File: src/rtl/rpl_sup_pkg.sv
package rpl_sup_pkg;

  // Control summary handed from the top-level decode to the two engines.
  typedef struct packed {
    logic restart;   // timer restart request (before freeze/idle masking)
    logic trigger;   // replay trigger from a negative acknowledgement
    logic progress;  // acknowledged sequence number advanced
  } rpl_ctl_t;

  function automatic int unsigned cnt_width(input int unsigned limit);
    return (limit > 2) ? $clog2(limit) : 1;
  endfunction

endpackage

File: src/rtl/rpl_timer.sv
module rpl_timer #(
  parameter int TIMEOUT_CYC = 64
) (
  input  logic clk,
  input  logic rst_n,
  input  logic pending_i,
  input  logic freeze_i,
  input  logic restart_i,
  output logic expire_o
);
  localparam int unsigned CW = rpl_sup_pkg::cnt_width(TIMEOUT_CYC);
  localparam logic [CW-1:0] LAST = CW'(TIMEOUT_CYC - 1);

  logic [CW-1:0] cnt_q;

  // Expiry is lost to a restart seen on the same edge, and is impossible while frozen or idle.
  always_comb expire_o = pending_i && !freeze_i && !restart_i && (cnt_q == LAST);

  always_ff @(posedge clk or negedge rst_n) begin
    if (!rst_n)                    cnt_q <= '0;
    else if (!pending_i)           cnt_q <= '0;
    else if (freeze_i)             cnt_q <= cnt_q;
    else if (restart_i || expire_o) cnt_q <= '0;
    else                           cnt_q <= cnt_q + 1'b1;
  end

  p_idle_hold_r2: assert property (@(posedge clk) disable iff (!rst_n)
    !pending_i |=> (cnt_q == '0));

  p_bound_r3: assert property (@(posedge clk) disable iff (!rst_n)
    cnt_q <= LAST);

  p_restart_r4: assert property (@(posedge clk) disable iff (!rst_n)
    (pending_i && !freeze_i && restart_i) |=> (cnt_q == '0));

  p_freeze_r7: assert property (@(posedge clk) disable iff (!rst_n)
    (pending_i && freeze_i) |=> $stable(cnt_q));

endmodule

File: src/rtl/rpl_attempts.sv
module rpl_attempts #(
  parameter int ATTEMPT_W = 2
) (
  input  logic clk,
  input  logic rst_n,
  input  logic evt_i,
  input  logic progress_i,
  output logic wrap_o
);
  localparam logic [ATTEMPT_W-1:0] TOP = '1;
  localparam logic [ATTEMPT_W-1:0] ONE = ATTEMPT_W'(1);

  logic [ATTEMPT_W-1:0] cnt_q;

  always_comb wrap_o = evt_i && !progress_i && (cnt_q == TOP);

  always_ff @(posedge clk or negedge rst_n) begin
    if (!rst_n)          cnt_q <= '0;
    else if (progress_i) cnt_q <= evt_i ? ONE : '0;
    else if (evt_i)      cnt_q <= cnt_q + 1'b1;
  end

  p_clear_r10: assert property (@(posedge clk) disable iff (!rst_n)
    (progress_i && !evt_i) |=> (cnt_q == '0));

  p_wrap_r9: assert property (@(posedge clk) disable iff (!rst_n)
    wrap_o |=> (cnt_q == '0));

endmodule

File: src/rtl/replay_supervisor.sv
module replay_supervisor
  import rpl_sup_pkg::*;
#(
  parameter int TIMEOUT_CYC = 64,
  parameter int ATTEMPT_W   = 2
) (
  input  logic clk,
  input  logic rst_n,
  input  logic tlp_sent_i,
  input  logic ack_i,
  input  logic nak_i,
  input  logic fwd_prog_i,
  input  logic pending_i,
  input  logic replay_active_i,
  input  logic link_retrain_i,
  output logic replay_req_o,
  output logic retrain_req_o
);
  rpl_ctl_t ctl;
  logic     expire;
  logic     wrap;
  logic     attempt;
  logic     replay_q, retrain_q;

  always_comb begin
    ctl.restart  = tlp_sent_i || (ack_i && pending_i) || (nak_i && !replay_active_i);
    ctl.trigger  = nak_i;
    ctl.progress = fwd_prog_i && (ack_i || nak_i);
  end

  rpl_timer #(.TIMEOUT_CYC(TIMEOUT_CYC)) timer_i (
    .clk       (clk),
    .rst_n     (rst_n),
    .pending_i (pending_i),
    .freeze_i  (link_retrain_i),
    .restart_i (ctl.restart),
    .expire_o  (expire)
  );

  always_comb attempt = ctl.trigger || expire;

  rpl_attempts #(.ATTEMPT_W(ATTEMPT_W)) attempts_i (
    .clk        (clk),
    .rst_n      (rst_n),
    .evt_i      (attempt),
    .progress_i (ctl.progress),
    .wrap_o     (wrap)
  );

  always_ff @(posedge clk or negedge rst_n) begin
    if (!rst_n) begin
      replay_q  <= 1'b0;
      retrain_q <= 1'b0;
    end else begin
      replay_q  <= attempt;
      retrain_q <= wrap;
    end
  end

  assign replay_req_o  = replay_q;
  assign retrain_req_o = retrain_q;

  p_nak_replay_r8: assert property (@(posedge clk) disable iff (!rst_n)
    nak_i |=> replay_req_o);

  p_retrain_with_replay_r9: assert property (@(posedge clk) disable iff (!rst_n)
    retrain_req_o |-> replay_req_o);

  p_idle_quiet_r2: assert property (@(posedge clk) disable iff (!rst_n)
    (!pending_i && !nak_i) |=> !replay_req_o);

endmodule

File: config.mk
export PLATFORM = sky130hd
export DESIGN_NAME = replay_supervisor
export DESIGN_NICKNAME = d
export VERILOG_FILES = /design/src/rtl/rpl_sup_pkg.sv /design/src/rtl/rpl_timer.sv /design/src/rtl/rpl_attempts.sv /design/src/rtl/replay_supervisor.sv
export SDC_FILE = /design/constraint.sdc
export NUM_CORES = 1
export LEC_CHECK = 0
export BUFFER_PORTS_ARGS = -buffer_cell sky130_fd_sc_hd__buf_2
export CAP_MARGIN = 20
export CORE_MARGIN = 4
export CORE_UTILIZATION = 40
export CTS_CLUSTER_SIZE = 30
export DETAILED_ROUTE_END_ITERATION = 16
export HOLD_SLACK_MARGIN = 0.1
export PLACE_DENSITY = 0.71
export SLEW_MARGIN = 30
export SYNTH_ARGS = -nofsm -noshare
export SYNTH_HDL_FRONTEND = slang
export SYNTH_SLANG_ARGS = --single-unit
File: constraint.sdc
create_clock -name clk -period 4.63 [get_ports clk]
set_input_delay 0.463 -clock clk [delete_from_list [all_inputs] [get_ports clk]]
set_output_delay 0.463 -clock clk [all_outputs]
set_load 0.01 [all_outputs]
==> summary.txt <==
Timing
  • Final max-slew violation count: 0
  • Final setup viols: 0
  • Clk_skew: 1.906 ps
  • Final min period: 1723 ps
  • TNS Setup: 0 ps
  • Final Hold Fails: 0
  • RSZ-0062 raised after global routing: false
  • Slew of the pin with the lowest slew margin: 493.2 ps
  • Tcrit/Tclk final: 37.20%
  • Hold_ws: 486.1 ps
  • Slew HR: 66.97%
  • Maximum clock rate: 580.5 MHz

Run status
  • Status: complete, no violations

Synth
  • Synth Warn #: 0
  • #FFs+latches synth: 10
  • Syn_nets: 61
  • Seq/Total Area, Yosys: 48.08%
  • Synth Instances: 50
  • Syn Area/Cell: 10.41 um2
  • Synth cell types: 24
  • Mapped Area: 520.5 um2

Setup path
  • Worst path arrival time: 1870 ps
  • Worst endpoint required time: 4770 ps
  • Crit path kind: reg -> reg
  • CP Max Fanout: 5
  • CP Launch Type: flip-flop
  • Worst setup EP type: flip-flop
  • Register-to-register setup slack: 2910 ps

Clock network
  • CTS buffer count: 3
  • Worst skew pair latency: 250 ps
  • Sink Count: 10
  • CTS clock-pin slew for the worst setup and hold paths: 60 ps
  • CTS tree: built
  • Post-cts resize count: 0
  • Clock Tree Root: clkbuf_4
  • Clock buffer depth: 2
  • H-tree Lvls: 1

Power
  • Worst vdd ir: 109.9 uV
  • PwrDens: 275.8 nW/um2
  • Static Leak: 0.2983 nW

Finish
  • Most frequent cells in the layout: dfrtp_1, buf_2, nand2_1
  • Layout area overhead: 19.23%
  • Share of cells above drive strength 1: 26.56%
  • Antenna fix cells: 0
  • Post-layout nets: 77

Run
  • Maxcap violations: 0

Route
  • Drt drc: 0
  • Final WL: 1009 um
  • Starting DRC count in detailed routing: 9
  • DRT Pass-1 Iters: 4
  • Post-DRT Antenna Nets: 0
  • DR vias/cell: 5.551
  • DR vias: 433
  • DR WL/cell: 12.94 um

Die
  • Die Y: 44.07 um
  • Die Width: 44.07 um
  • I/O Pins: 11
  • Num rows: 12
  • Die area: 1942 um2
  • Initial Util: 44.44%
  • Core ar.: 1171 um2

Global route
  • First-pass GRT wire length: 1745 um
  • Vias in the first global route: 413
  • Antenna violations before repair: 0
  • Remaining global-route overflow: 0
  • GRT Resource Usage Total: 12.36%
  • Pin count of the biggest net entering global routing: 11

Min path
  • Hold Crit Class: reg -> reg

Place
  • Final GP Congestion: 0.7899
  • Hpwl dp: 766.9 um
  • Port Buffer Count: 10
## sequential cells by signal, indices dropped and copies added (netlist names)
| register | count |
|---|---|
| timer_i.cnt_q | 6 |
| attempts_i.cnt_q | 2 |
| retrain_req_o | 1 |
| replay_req_o | 1 |
## stage by stage
step	util [%]	power (W)	cells	setup slack [ps]	instance area, um2
global placement	50.21	0.0001160	74	2823	588.1
detailed placement	50.21	0.0001165	74	2776	588.1
CTS	52.99	0.0001736	78	2937	620.6
global route	52.99	0.0001819	78	2825	620.6
floorplan	-	0.0001070	50	2981	520.5
finish	52.99	0.0001712	78	2907	620.6
## cell usage after synthesis
| master | number | share of area [%] |
|---|---|---|
| mux2i_1 | 1 | 1.9 |
| a22oi_1 | 1 | 1.4 |
| nor2b_1 | 2 | 2.4 |
| and3_1 | 1 | 1.2 |
| o31ai_1 | 1 | 1.4 |
| a211oi_4 | 1 | 3.8 |
| a31oi_1 | 3 | 3.6 |
| ha_1 | 2 | 4.8 |
| o21ai_1 | 1 | 0.96 |
| or4b_4 | 1 | 2.6 |
| nor2_1 | 4 | 2.9 |
| xnor2_1 | 1 | 1.7 |
| nor4b_1 | 1 | 1.7 |
| nor3b_1 | 1 | 1.4 |
| inv_1 | 2 | 1.4 |
| a32o_1 | 1 | 1.9 |
| a22o_1 | 1 | 1.7 |
| nor3_1 | 1 | 0.96 |
| nand2_1 | 8 | 5.8 |
| nand3_1 | 3 | 2.9 |
| a41oi_1 | 1 | 1.7 |
| dfrtp_1 | 10 | 48 |
| and2_2 | 1 | 1.4 |
| a32o_2 | 1 | 2.2 |
## worst max-delay path, cell delays in order, from the launching register on
cell	delay, ps
dfrtp_1	420
ha_1	260
and2_2	210
a31oi_1	420
mux2i_1	240
nor2_1	50
## timing repair
item,CTS,global route
endpoints found under the hold margin,10,0
hold buffers,1,0
setup buffers,0,0
## worst paths after layout
kind | cells past startpoint | endpoint | startpoint
setup reg to reg | 5 | attempts_i.cnt_q[1]$_DFFE_PN0P_ | timer_i.cnt_q[0]$_DFFE_PN0P_
hold reg to reg | 1 | timer_i.cnt_q[5]$_DFFE_PN0P_ | timer_i.cnt_q[5]$_DFFE_PN0P_
max in group asynchronous | 2 | attempts_i.cnt_q[0]$_DFFE_PN0P_ | rst_n
setup / recovery | 5 | attempts_i.cnt_q[1]$_DFFE_PN0P_ | timer_i.cnt_q[0]$_DFFE_PN0P_
hold / removal | 1 | timer_i.cnt_q[5]$_DFFE_PN0P_ | timer_i.cnt_q[5]$_DFFE_PN0P_
min in group asynchronous | 2 | timer_i.cnt_q[2]$_DFFE_PN0P_ | rst_n
## metal layers
| metal | share of wire (%) | wire length [um] | GRT usage, % |
|---|---|---|---|
| met1 | 50 | 507 | 17.34 |
| met3 | 7.8 | 79 | 5.285 |
| met5 | 0 | 0 | 0 |
| met2 | 41 | 413 | 16.28 |
| met4 | 0.89 | 9 | 5.422 |
## area by class of cell
class / count / area [um2]
multi-input combinational: 38 / 262.8
tap: 14 / 17.52
clock buffer: 3 / 22.52
timing repair buffer: 11 / 60.06
inverter: 2 / 7.507
fill: 109 / 550.5
sequential: 10 / 250.2
## report_power, final
group / internal, W / leakage, nW / switching, W
clock: 0.0000298 / 0.0138 / 0.0000259
combinational: 0.00000964 / 0.151 / 0.0000118
sequential: 0.0000915 / 0.133 / 0.00000248
## logic make-up after synthesis
kind of cell / count (synthesis) / share of synthesized area, %
simple gates: 23 / 23.32
compound gates: 11 / 18.75
flops: 10 / 48.08
buf+inv: 2 / 1.443
fa+ha+maj: 2 / 4.807
xor+xnor: 1 / 1.683
mux: 1 / 1.923
No activity file was read; power rests on OpenSTA's default activity.
